===== src/rtl/parAdcReader_pkg.sv =====
package parAdcReader_pkg;

  typedef enum logic [2:0] {
    ST_IDLE,
    ST_SETUP,
    ST_CONV,
    ST_WAIT,
    ST_READ
  } ctrlState_e;

  // strobes from control to datapath
  typedef struct packed {
    logic capture;
    logic timeout;
  } dpStrobe_t;

endpackage


===== src/rtl/parAdcReaderCtrl.sv =====
module parAdcReaderCtrl
  import parAdcReader_pkg::*;
#(
  parameter int CS_SETUP_CYC  = 2,
  parameter int START_LOW_CYC = 4,
  parameter int RD_ACCESS_CYC = 6,
  parameter int PERIOD_CYC    = 160,
  parameter int TIMEOUT_CYC   = 160,
  parameter int PEND_W        = 2
) (
  input  logic      clk,
  input  logic      rstN,
  input  logic      modeSel,
  input  logic      sampleReq,
  input  logic      busyRise,
  output logic      csN,
  output logic      convN,
  output logic      rdN,
  output dpStrobe_t strobe
);

  localparam int CNT_MAX = (CS_SETUP_CYC > START_LOW_CYC)
                         ? ((CS_SETUP_CYC > RD_ACCESS_CYC) ? CS_SETUP_CYC : RD_ACCESS_CYC)
                         : ((START_LOW_CYC > RD_ACCESS_CYC) ? START_LOW_CYC : RD_ACCESS_CYC);
  localparam int CNT_W  = $clog2(CNT_MAX + 1);
  localparam int TMO_W  = $clog2(TIMEOUT_CYC + 1);
  localparam int GAP_W  = $clog2(PERIOD_CYC + 1);
  localparam int GAP_OK = PERIOD_CYC - 1 - CS_SETUP_CYC;

  localparam logic [CNT_W-1:0]  SETUP_LAST = CNT_W'(CS_SETUP_CYC - 1);
  localparam logic [CNT_W-1:0]  STROBE_LAST = CNT_W'(START_LOW_CYC - 1);
  localparam logic [CNT_W-1:0]  READ_LAST  = CNT_W'(RD_ACCESS_CYC - 1);
  localparam logic [TMO_W-1:0]  TMO_LAST   = TMO_W'(TIMEOUT_CYC - 1);
  localparam logic [GAP_W-1:0]  GAP_SAT    = GAP_W'(PERIOD_CYC);
  localparam logic [PEND_W-1:0] PEND_MAX   = '1;

  ctrlState_e        state, nextState;
  logic [CNT_W-1:0]  cnt, cntD;
  logic [TMO_W-1:0]  tmoCnt;
  logic [GAP_W-1:0]  gapCnt;
  logic [PEND_W-1:0] pendCnt;
  logic              modeQ;
  logic              gapOk;
  logic              grant, convStart, capture, tmoHit;

  assign gapOk = (int'(gapCnt) >= GAP_OK);

  // capture style is fixed while reset is held
  always_ff @(posedge clk) begin
    if (!rstN) modeQ <= modeSel;
  end

  always_comb begin
    nextState = state;
    cntD      = cnt + 1'b1;
    grant     = 1'b0;
    convStart = 1'b0;
    capture   = 1'b0;
    tmoHit    = 1'b0;
    case (state)
      ST_IDLE: begin
        cntD = '0;
        if (pendCnt != '0 && gapOk) begin
          nextState = ST_SETUP;
          grant     = 1'b1;
        end
      end
      ST_SETUP: begin
        if (cnt == SETUP_LAST) begin
          nextState = ST_CONV;
          cntD      = '0;
          convStart = 1'b1;
        end
      end
      ST_CONV: begin
        if (cnt == STROBE_LAST) begin
          nextState = ST_WAIT;
          cntD      = '0;
        end
      end
      ST_WAIT: begin
        cntD = '0;
        if (busyRise) begin
          if (modeQ) begin
            nextState = ST_READ;
          end else begin
            nextState = ST_IDLE;
            capture   = 1'b1;
          end
        end else if (tmoCnt == TMO_LAST) begin
          nextState = ST_IDLE;
          tmoHit    = 1'b1;
        end
      end
      ST_READ: begin
        if (cnt == READ_LAST) begin
          nextState = ST_IDLE;
          cntD      = '0;
          capture   = 1'b1;
        end
      end
      default: nextState = ST_IDLE;
    endcase
  end

  always_ff @(posedge clk) begin
    if (!rstN) begin
      state  <= ST_IDLE;
      cnt    <= '0;
      tmoCnt <= '0;
      gapCnt <= GAP_SAT;
      csN    <= 1'b1;
      convN  <= 1'b1;
      rdN    <= 1'b1;
    end else begin
      state <= nextState;
      cnt   <= cntD;
      if (convStart)                               tmoCnt <= '0;
      else if (state == ST_CONV || state == ST_WAIT) tmoCnt <= tmoCnt + 1'b1;
      if (convStart)              gapCnt <= '0;
      else if (gapCnt != GAP_SAT) gapCnt <= gapCnt + 1'b1;
      csN   <= (nextState == ST_IDLE);
      convN <= (nextState != ST_CONV);
      rdN   <= modeQ ? (nextState != ST_READ) : (nextState == ST_IDLE);
    end
  end

  // pending request counter: saturating, one decrement per conversion start
  always_ff @(posedge clk) begin
    if (!rstN) begin
      pendCnt <= '0;
    end else if (sampleReq && !convStart && pendCnt != PEND_MAX) begin
      pendCnt <= pendCnt + 1'b1;
    end else if (convStart && !sampleReq) begin
      pendCnt <= pendCnt - 1'b1;
    end
  end

  assign strobe.capture = capture;
  assign strobe.timeout = tmoHit;

  // ---------------- checks ----------------
  localparam int CSR_W = $clog2(CS_SETUP_CYC + 2);
  logic [CNT_W-1:0] lowRun;
  logic [CSR_W-1:0] csRun;
  logic [GAP_W-1:0] startAge;
  logic             convNPrev;
  logic             convFell;

  assign convFell = !convN && convNPrev;

  always_ff @(posedge clk) begin
    if (!rstN) begin
      lowRun    <= '0;
      csRun     <= '0;
      startAge  <= GAP_SAT;
      convNPrev <= 1'b1;
    end else begin
      convNPrev <= convN;
      lowRun    <= convN ? '0 : ((lowRun == CNT_W'(CNT_MAX)) ? lowRun : lowRun + 1'b1);
      csRun     <= csN ? '0 : ((csRun == CSR_W'(CS_SETUP_CYC + 1)) ? csRun : csRun + 1'b1);
      if (convFell)                 startAge <= GAP_W'(1);
      else if (startAge != GAP_SAT) startAge <= startAge + 1'b1;
    end
  end


  strobe_width_chk: assert property (@(posedge clk) disable iff (!rstN)
    $rose(convN) |-> $past(lowRun) == STROBE_LAST);


  cs_setup_chk: assert property (@(posedge clk) disable iff (!rstN)
    convFell |-> csRun == CSR_W'(CS_SETUP_CYC));


  grant_pending_chk: assert property (@(posedge clk) disable iff (!rstN)
    $fell(csN) |-> $past(pendCnt) != '0);


  start_gap_chk: assert property (@(posedge clk) disable iff (!rstN)
    convFell |-> int'(startAge) >= PERIOD_CYC);


  read_window_chk: assert property (@(posedge clk) disable iff (!rstN)
    (modeQ && !rdN) |-> (!csN && convN));

endmodule


===== src/rtl/parAdcReaderData.sv =====
module parAdcReaderData
  import parAdcReader_pkg::*;
#(
  parameter int DATA_W = 12
) (
  input  logic                     clk,
  input  logic                     rstN,
  input  logic                     adcBusy,
  input  logic [DATA_W-1:0]        adcData,
  input  dpStrobe_t                strobe,
  output logic                     busyRise,
  output logic                     resValid,
  output logic signed [DATA_W-1:0] resData,
  output logic                     timeoutErr
);

  logic busyQ;

  assign busyRise = adcBusy && !busyQ;

  always_ff @(posedge clk) begin
    if (!rstN) begin
      busyQ      <= 1'b1;
      resValid   <= 1'b0;
      resData    <= '0;
      timeoutErr <= 1'b0;
    end else begin
      busyQ      <= adcBusy;
      resValid   <= strobe.capture;
      timeoutErr <= strobe.timeout;
      if (strobe.capture) resData <= $signed(adcData);
    end
  end


  hold_result_chk: assert property (@(posedge clk) disable iff (!rstN)
    !$stable(resData) |-> resValid);


  err_no_valid_chk: assert property (@(posedge clk) disable iff (!rstN)
    timeoutErr |-> !resValid);

endmodule


===== src/rtl/parAdcReader.sv =====
module parAdcReader
  import parAdcReader_pkg::*;
#(
  parameter int DATA_W        = 12,
  parameter int CS_SETUP_CYC  = 2,
  parameter int START_LOW_CYC = 4,
  parameter int RD_ACCESS_CYC = 6,
  parameter int PERIOD_CYC    = 160,
  parameter int TIMEOUT_CYC   = 160,
  parameter int PEND_W        = 2
) (
  input  logic                     clk,
  input  logic                     rstN,
  input  logic                     modeSel,
  input  logic                     sampleReq,
  input  logic                     adcBusy,
  input  logic [DATA_W-1:0]        adcData,
  output logic                     adcCsN,
  output logic                     adcConvN,
  output logic                     adcRdN,
  output logic                     resValid,
  output logic signed [DATA_W-1:0] resData,
  output logic                     timeoutErr
);

  dpStrobe_t strobe;
  logic      busyRise;

  parAdcReaderCtrl #(
    .CS_SETUP_CYC (CS_SETUP_CYC),
    .START_LOW_CYC(START_LOW_CYC),
    .RD_ACCESS_CYC(RD_ACCESS_CYC),
    .PERIOD_CYC   (PERIOD_CYC),
    .TIMEOUT_CYC  (TIMEOUT_CYC),
    .PEND_W       (PEND_W)
  ) ctrl (
    .clk      (clk),
    .rstN     (rstN),
    .modeSel  (modeSel),
    .sampleReq(sampleReq),
    .busyRise (busyRise),
    .csN      (adcCsN),
    .convN    (adcConvN),
    .rdN      (adcRdN),
    .strobe   (strobe)
  );

  parAdcReaderData #(
    .DATA_W(DATA_W)
  ) dpath (
    .clk       (clk),
    .rstN      (rstN),
    .adcBusy   (adcBusy),
    .adcData   (adcData),
    .strobe    (strobe),
    .busyRise  (busyRise),
    .resValid  (resValid),
    .resData   (resData),
    .timeoutErr(timeoutErr)
  );


  always_on_read_chk: assert property (@(posedge clk) disable iff (!rstN)
    (resValid && adcRdN) |-> adcCsN);

endmodule


===== config.mk =====
export PLATFORM = sky130hd
export DESIGN_NAME = parAdcReader
export DESIGN_NICKNAME = d
export VERILOG_FILES = /design/src/rtl/parAdcReader_pkg.sv /design/src/rtl/parAdcReaderCtrl.sv /design/src/rtl/parAdcReaderData.sv /design/src/rtl/parAdcReader.sv
export SDC_FILE = /design/constraint.sdc
export NUM_CORES = 1
export LEC_CHECK = 0
export BUFFER_PORTS_ARGS = -buffer_cell sky130_fd_sc_hd__buf_2
export CAP_MARGIN = 20
export CORE_ASPECT_RATIO = 2
export CORE_MARGIN = 4
export CORE_UTILIZATION = 59
export DETAILED_ROUTE_END_ITERATION = 8
export HOLD_SLACK_MARGIN = 0.03
export MAX_ROUTING_LAYER = met4
export PLACE_DENSITY = 0.83
export REMOVE_ABC_BUFFERS = 1
export SYNTH_ARGS = -nofsm -noshare
export SYNTH_HDL_FRONTEND = slang
export SYNTH_SLANG_ARGS = --single-unit

===== constraint.sdc =====
create_clock -name clk -period 3.95 [get_ports clk]
set_input_delay 0.79 -clock clk [delete_from_list [all_inputs] [get_ports clk]]
set_output_delay 0.79 -clock clk [all_outputs]
set_load 0.05 [all_outputs]

== After elaboration in Yosys (flattened, before gate mapping) ==
Cells that the tools add are included.
Widths: inputs -> output; s select.
Word-level totals
  bits in registers: 43
  word-level logic and storage cells: 75
  output and inout port bits: 17
Operators by class
  reductions and logical operators: 17
  $add $sub $neg: 5
  mux-type cells: 24
  bitwise operators: 2
  $lt $le $gt $ge: 1
  equal/unequal tests: 12
Operators with widths (number)
  $mux 3: 10
  $add 8x1->8 const B: 2
  $mux 8: 2
  $pmux 3 s5: 1
  $pmux 3 s4: 1
  $eq 3x2->1 const B: 3
  $eq 8x8->1 const B: 1
  $ge 8x8->1 const B: 1
  $ne 8x8->1 const B: 1
  $mux 1: 7
  $eq 3x1->1 const B: 2
  $eq 3x3->1 const B: 2
  $logic_not 3->1: 2
  $reduce_bool 2->1: 3
  $logic_and 1x1->1: 5
  $mux 2: 2
  $reduce_or 2->1: 2
  $add 3x1->3 const B: 1
  $logic_not 1->1: 3
  $ne 3x2->1 const B: 1
  $ne 3x3->1 const B: 1
  $reduce_or 3->1: 1
  $add 2x1->2 const B: 1
  $ne 2x2->1 const B: 1
  4 further kinds: 5

== Longest topological paths before layout ==
Gate-level depths: netlist of run 1.
  depth in word-level cells: 7
  gate-level depth with buffers: 7
  gate-level depth less buffers: 6

== Modules after synthesis ==
Synthesis of run 1 repeated with hierarchy kept, for this count alone.
Unflattened totals
  cells, all modules: 205
  area, all modules: 1998.2 um^2
By module, submodules not included
  parAdcReaderCtrl: times used 1, cells each 159, area each 1441.4 um^2, seq. area each 570.5 um^2
  parAdcReaderData: times used 1, cells each 46, area each 556.8 um^2, seq. area each 300.3 um^2

== Worst setup path after synthesis of run 1 ==
No wires, ideal clock.
  kind: in2reg
  from: input adcBusy
  to: register dpath.resData[0]
  setup slack: 2.139 ns
  data required time: 3.822 ns
  library setup time: 0.128 ns
  stages: 5
  arrival time: 1.683 ns
  path through: nand2b_1 o32ai_4 buf_12 mux2i_1 nor2_1
Between the ends
  word-level cells in the longest chain between the ends: 3
RTL lines
  start: declaration: RTL line parAdcReader.sv:16  | input logic adcBusy,
  $logic_and 1x1->1: RTL line parAdcReaderData.sv:19  | assign busyRise = adcBusy && !busyQ;
  $mux 1: RTL line parAdcReaderCtrl.sv:83  | if (busyRise) begin
  $pmux 1 s2: RTL line parAdcReaderCtrl.sv:60  | case (state)
  end signal: assignment: RTL line parAdcReaderData.sv:31  | if (strobe.capture) resData <= $signed(adcData);
  end: declaration: RTL line parAdcReaderData.sv:13  | output logic signed [DATA_W-1:0] resData,
Every way passes these cells.
A chain may end at the register's enable or synchronous reset.

== Final worst setup path of run 1 ==
  from: register ctrl.state[2]
  to: register dpath.resData[7]
Between the ends
  word-level cells in the longest chain between the ends: 2
  elaborated cells between the ends (all ways): 3
  those cells by class: eq/ne (2); mux (1)
RTL lines
  start: declaration: RTL line parAdcReaderCtrl.sv:37  | ctrlState_e state, nextState;
  start signal: assignment: RTL line parAdcReaderCtrl.sv:116  | state <= nextState;
  $eq 3x3->1 or $eq 3x2->1 (tied branches): RTL line parAdcReaderCtrl.sv:60
  $pmux 1 s2 (*): RTL line parAdcReaderCtrl.sv:60
Every way passes the cells marked *; elsewhere a longest branch is shown, timed or not.

==> flow_metrics.env, run 1 <==
export IMPL_netlist_instances=199
export IMPL_synth_edf_count=1
export IMPL_die_w_um=48.6
export IMPL_worstSetupPathType="reg -> reg"
export IMPL_synth_area_leaders="dfxtp_1, mux2i_1, ha_1, nor2_1, xor2_1"
export IMPL_rows=29
export IMPL_grt_pass1_wl_um=6580
export IMPL_yosysTopAreaCellShare_pct=43.2
export IMPL_drive_above_1_share_pct=18.9
export IMPL_clk_latency_ns=0.29
export IMPL_postCtsHoldBufs=0
export IMPL_setup_viol=0
export IMPL_coreArea_um2=3190
export IMPL_rsz0062_at_grt="false"
export IMPL_crit_arrival_ns=2.10
export IMPL_cts_made_buffers=5
export IMPL_finalPower_w=0.000878
export IMPL_multi_input_area_um2=978
export IMPL_synth_seq_cells=43
export IMPL_status="complete, no violations"
export IMPL_synth_async_reset_ratio_pct=0
export IMPL_skew_ns=0.00305
export IMPL_h_tree_depth=2
export IMPL_power_density_nw_per_um2=402
export IMPL_post_cts_buffers=0
export IMPL_regArea_um2=871
export IMPL_area_delta_synth_final_pct=12.1
export IMPL_finalSetupTns_ns=0
export IMPL_yosysTopAreaCell="dfxtp_1"
export IMPL_antenna_found_initial=0
export IMPL_cts_tree="done"
export IMPL_ctsResizeCount=0
export IMPL_cts_sinks=43
export IMPL_dieArea_um2=4340
export IMPL_hold_viol=0
export IMPL_wirelength_um=3740
export IMPL_r2r_slack_ns=2.01
export IMPL_grt_overflow=0
export IMPL_worst_slew_pin_slew_ns=0.755
export IMPL_clock_root_buffer="clkbuf_8"
export IMPL_critPathMaxFanout=14
export IMPL_cts_buffer_depth=2
export IMPL_period_needed_ns=1.94
export IMPL_yosysWarnings=0
export IMPL_grt_max_degree=22
export IMPL_synthTopCellsByCount="dfxtp_1, nor2_1, mux2i_1"
export IMPL_end_kind="flip-flop"
export IMPL_cap_violations=0
export IMPL_maxSlewHeadroom_pct=49.6
export IMPL_leakage_nw=0.874
export IMPL_clk_pin_slew_ns=0.08
export IMPL_num_vias=1479
export IMPL_drv_slew=0
export IMPL_cp_startpoint="ctrl.state[2]"
export IMPL_die_y_um=89.3
export IMPL_track_usage_pct=19.8
export IMPL_numPortBuffers=33
export IMPL_max_freq_ghz=0.517
export IMPL_period_share_pct=49.0
export IMPL_nets=258
export IMPL_cp_data_required_time_ns=4.11
export IMPL_io_pins=34
export IMPL_viasPerCell=5.60
export IMPL_cp_endpoint="dpath.resData[7]"
export IMPL_netlist_area_um2=1950
export IMPL_drc=0
export IMPL_fillCellCount=265
export IMPL_synthDistinctLibCells=42
export IMPL_critPathLaunchType="flip-flop"
export IMPL_dp_hpwl_um=2880
export IMPL_min_delay_start="ctrl.cnt[0]"
export IMPL_ys_seq_area_share_pct=44.7
export IMPL_wl_per_cell_um=14.2
export IMPL_r2r_start="ctrl.state[2]"
export IMPL_gp_congestion=0.754
export IMPL_antenna_cells=0
export IMPL_r2r_end="dpath.resData[7]"
export IMPL_peakVddDrop_mv=0.317
export IMPL_hp_class="reg -> reg"
export IMPL_r2r_worst_path_cells=4
export IMPL_ant_nets=0
export IMPL_synth_area_per_cell_um2=9.79
export IMPL_drt_pass1_iterations=4
export IMPL_start_util_pct=61.0
export IMPL_ys_flop_type="dfxtp_1"
export IMPL_synth_most_common_cell="dfxtp_1"
export IMPL_grt_pass1_vias=1528
export IMPL_initialDrtViolationCount=22
==> routing by layer <==
metal / up-vias / wire [um] / global-route usage [%]
met3: 9 / 178 / 3.67
li1: 749 / - / -
met2: 42 / 2050 / 36.7
met5: - / 0 / -
met4: 0 / 98 / 9.56
met1: 679 / 1420 / 19.4
==> sequential cells by signal (all words and copies together) (netlist names), 2 cells and up <==
register and flops:
dpath.resData 12, ctrl.pendCnt 2, ctrl.cnt 3, ctrl.tmoCnt 8, ctrl.gapCnt 8, ctrl.state 3
==> how the worst min path moves through the flow <==
| stage | end | cells past startpoint |
|---|---|---|
| 2_1_floorplan | ctrl.cnt[0] | 1 |
| 3_3_place_gp | ctrl.cnt[0] | 1 |
| 3_5_place_dp | ctrl.cnt[0] | 1 |
| 4_1_cts | ctrl.cnt[0] | 1 |
| 5_1_grt | ctrl.cnt[0] | 1 |
| 6_report | ctrl.cnt[0] | 1 |
==> logic make-up after synthesis <==
kind of cell               after synthesis  share of synthesized area, %
xor gates and xnor gates                14                          6.29
muxes                                   15                          7.71
adders and majority gates                9                          5.78
and+or+nand+nor                         75                          20.9
AOI/OAI and AO/OA                       25                          9.51
buffers and inverters                   18                          5.07
DFF                                     43                          44.7
==> stage by stage <==
stage / utilization (%) / instances / hold WS [ns] / worst slack, ns / area (um2)
floorplan: - / 191 / 0.435 / 2.01 / 1890
global placement: 65.7 / 256 / 0.458 / 1.78 / 2100
detailed placement: 65.7 / 256 / 0.472 / 1.74 / 2100
CTS: 68.4 / 264 / 0.483 / 2.00 / 2180
global route: 68.4 / 264 / 0.510 / 1.85 / 2180
finish: 68.4 / 264 / 0.477 / 2.01 / 2180
==> power by group <==
| group | switching, W | internal [W] | total (W) |
|---|---|---|---|
| combinational | 0.0000762 | 0.0000587 | 0.000135 |
| clock | 0.000143 | 0.000123 | 0.000266 |
| sequential | 0.0000225 | 0.000454 | 0.000477 |
==> cells in the final DEF (no fill, tap or decap), types with 6 or more instances in the layout <==
cell / synthesis / layout
dfxtp_1: 42 / 42
mux2i_1: 15 / 15
nor2_1: 30 / 30
ha_1: 9 / 9
nand2_1: 6 / 6
buf_2: 0 / 33
nand2b_1: 6 / 6
inv_1: 10 / 10
a21oi_1: 7 / 7
xor2_1: 9 / 9
==> final cells by class <==
class | instances | area share [%]
Multi-Input combinational cell | 138 | 44.8
Inverter | 10 | 1.72
Clock buffer | 6 | 3.32
Timing Repair Buffer | 34 | 7.91
Sequential cell | 43 | 39.9
Tap cell | 31 | 1.78
Clock inverter | 2 | 0.573
==> worst max-delay path, stage by stage (launching register included) <==
cell and delay, ns:
dfxtp_1 0.58, or3b_4 0.46, o32ai_4 0.44, mux2i_1 0.27, nor2_1 0.05
No activity file was read; power rests on OpenSTA's default activity.
==> inputs of run 2 (changes only) <==
Settings changed: CORE_UTILIZATION 59 to 49, PLACE_DENSITY 0.83 to 0.74.
Clock period 3.95 ns to 1.63 ns, I/O delays scaled along.
==> flow_metrics.env, run 2 (synthesis results as in run 1) <==
export IMPL_cap_violations=0
export IMPL_max_freq_ghz=0.642
export IMPL_end_kind="flip-flop"
export IMPL_cts_buffer_depth=2
export IMPL_track_usage_pct=17.5
export IMPL_area_delta_synth_final_pct=22.0
export IMPL_largest_register_ffs=12
export IMPL_postCtsHoldBufs=0
export IMPL_dp_hpwl_um=3030
export IMPL_r2r_start="ctrl.cnt[1]"
export IMPL_cp_data_required_time_ns=1.86
export IMPL_post_cts_buffers=0
export IMPL_clk_pin_slew_ns=0.08
export IMPL_multi_input_area_um2=1020
export IMPL_drive_above_1_share_pct=28.3
export IMPL_rows=32
export IMPL_nets=272
export IMPL_period_needed_ns=1.56
export IMPL_cts_tree="done"
export IMPL_ant_nets=0
export IMPL_maxSlewHeadroom_pct=73.6
export IMPL_largest_register="dpath.resData"
export IMPL_finalPower_w=0.00220
export IMPL_io_pins=34
export IMPL_grt_pass1_wl_um=6620
export IMPL_critPathMaxFanout=5
export IMPL_dieArea_um2=5110
export IMPL_regArea_um2=876
export IMPL_min_delay_start="modeSel"
export IMPL_worstSetupPathType="reg -> reg"
export IMPL_peakVddDrop_mv=0.885
export IMPL_coreArea_um2=3840
export IMPL_die_w_um=52.6
export IMPL_period_share_pct=95.5
export IMPL_clock_root_buffer="clkbuf_8"
export IMPL_hold_depth=1
export IMPL_drt_pass1_iterations=4
export IMPL_setup_viol=0
export IMPL_status="complete, no violations"
export IMPL_drv_slew=0
export IMPL_gp_congestion=0.842
export IMPL_cts_made_buffers=5
export IMPL_antenna_found_initial=0
export IMPL_fin_ws_ns=0.0732
export IMPL_hold_viol=0
export IMPL_numPortBuffers=33
export IMPL_clk_latency_ns=0.29
export IMPL_h_tree_depth=2
export IMPL_grt_max_degree=15
export IMPL_critPathLaunchType="flip-flop"
export IMPL_wl_per_cell_um=13.2
export IMPL_hp_class="in -> reg"
export IMPL_start_util_pct=50.7
export IMPL_grt_pass1_vias=1522
export IMPL_cts_sinks=43
export IMPL_rsz0062_at_grt="true"
export IMPL_skew_ns=0.00642
export IMPL_reg_top3="dpath.resData x12, ctrl.gapCnt x8, ctrl.tmoCnt x8"
export IMPL_antenna_cells=0
export IMPL_final_cell_mix="dfxtp_1, buf_2, nor2_1"
export IMPL_r2r_worst_path_cells=7
export IMPL_power_density_nw_per_um2=925
export IMPL_num_vias=1539
export IMPL_dp_slack_ns=-0.0177
export IMPL_layout_commonest_cell="dfxtp_1"
export IMPL_leakage_nw=0.948
export IMPL_r2r_slack_ns=0.07
export IMPL_drc=0
export IMPL_crit_arrival_ns=1.79
export IMPL_grt_overflow=0
export IMPL_die_y_um=97.2
export IMPL_fillCellCount=353
export IMPL_min_to="ctrl.modeQ"
export IMPL_r2r_end="ctrl.pendCnt[0]"
export IMPL_initialDrtViolationCount=22
export IMPL_worst_slew_pin_slew_ns=0.392
export IMPL_viasPerCell=5.16
export IMPL_wirelength_um=3940
==> run 2: changes by cell type in the layout (fill, tap and decap cells not counted), moves of 2 or more <==
cell	change
ha_1	-3
dfxtp_1	-4
ha_2	+2
dfxtp_2	+4
buf_4	+13
==> run 2: how the worst max path moves through the flow <==
stage	start	end	slack, ns	cells past startpoint
floorplan	ctrl.cnt[0]	ctrl.gapCnt[2]	-0.22	5
global placement	ctrl.tmoCnt[0]	ctrl.rdN	0.003	5
detailed placement	ctrl.tmoCnt[1]	ctrl.csN	-0.02	5
CTS	ctrl.cnt[0]	ctrl.pendCnt[0]	0.007	6
global route	ctrl.cnt[0]	ctrl.pendCnt[0]	-0.01	6
finish	ctrl.cnt[1]	ctrl.pendCnt[0]	0.07	7
==> run 2: layout make-up <==
type | instances | share of cell area [%]
clock inverter | 3 | 0.843
inverter | 10 | 1.58
clock buffer | 5 | 2.90
sequential | 43 | 36.9
multi-input combinational | 138 | 42.9
tap | 51 | 2.69
timing repair buffer | 48 | 12.2
==> run 2: worst max-delay path, cell delays in order, from the launching register on <==
cell and delay, ns:
dfxtp_1 0.32, inv_1 0.05, ha_1 0.15, nand4bb_1 0.23
nor3_1 0.39, buf_4 0.19, o31ai_1 0.07, a21oi_1 0.11
==> run 2: what timing repair did <==
action                                 CTS  global route
endpoints found under the hold margin    0             0
resized for setup                        2            10
setup endpoints to repair                4            15
gates cloned                             0             0
pin swaps                                1             5
==> run 2: layer usage <==
layer | global-route usage, % | share of wire (%) | vias to the layer above
met4 | 9.45 | 3.6 | 0
met1 | 17.2 | 37 | 719
met2 | 30.3 | 55 | 38
met5 | - | 0 | -
met3 | 3.84 | 4.4 | 10
li1 | - | - | 772
==> run 2: through the flow <==
step / area [um2] / instances / utilization (%) / hold slack (ns) / TNS, ns
CTS: 2340 / 298 / 60.9 / 0.194 / 0
finish: 2380 / 298 / 61.8 / 0.205 / 0
detailed placement: 2240 / 290 / 58.3 / 0.472 / -0.0177
global placement: 2240 / 290 / 58.3 / 0.466 / 0
floorplan: 1890 / 191 / - / 0.399 / -2.49
global route: 2380 / 298 / 61.8 / 0.195 / -0.0175
==> run 2: power breakdown <==
part / switching, W / internal, W / leakage, nW
clock network: 0.000367 / 0.000298 / 0.0402
logic: 0.000204 / 0.000180 / 0.556
registers: 0.0000479 / 0.00110 / 0.352
total: 0.000619 / 0.00158 / 0.948
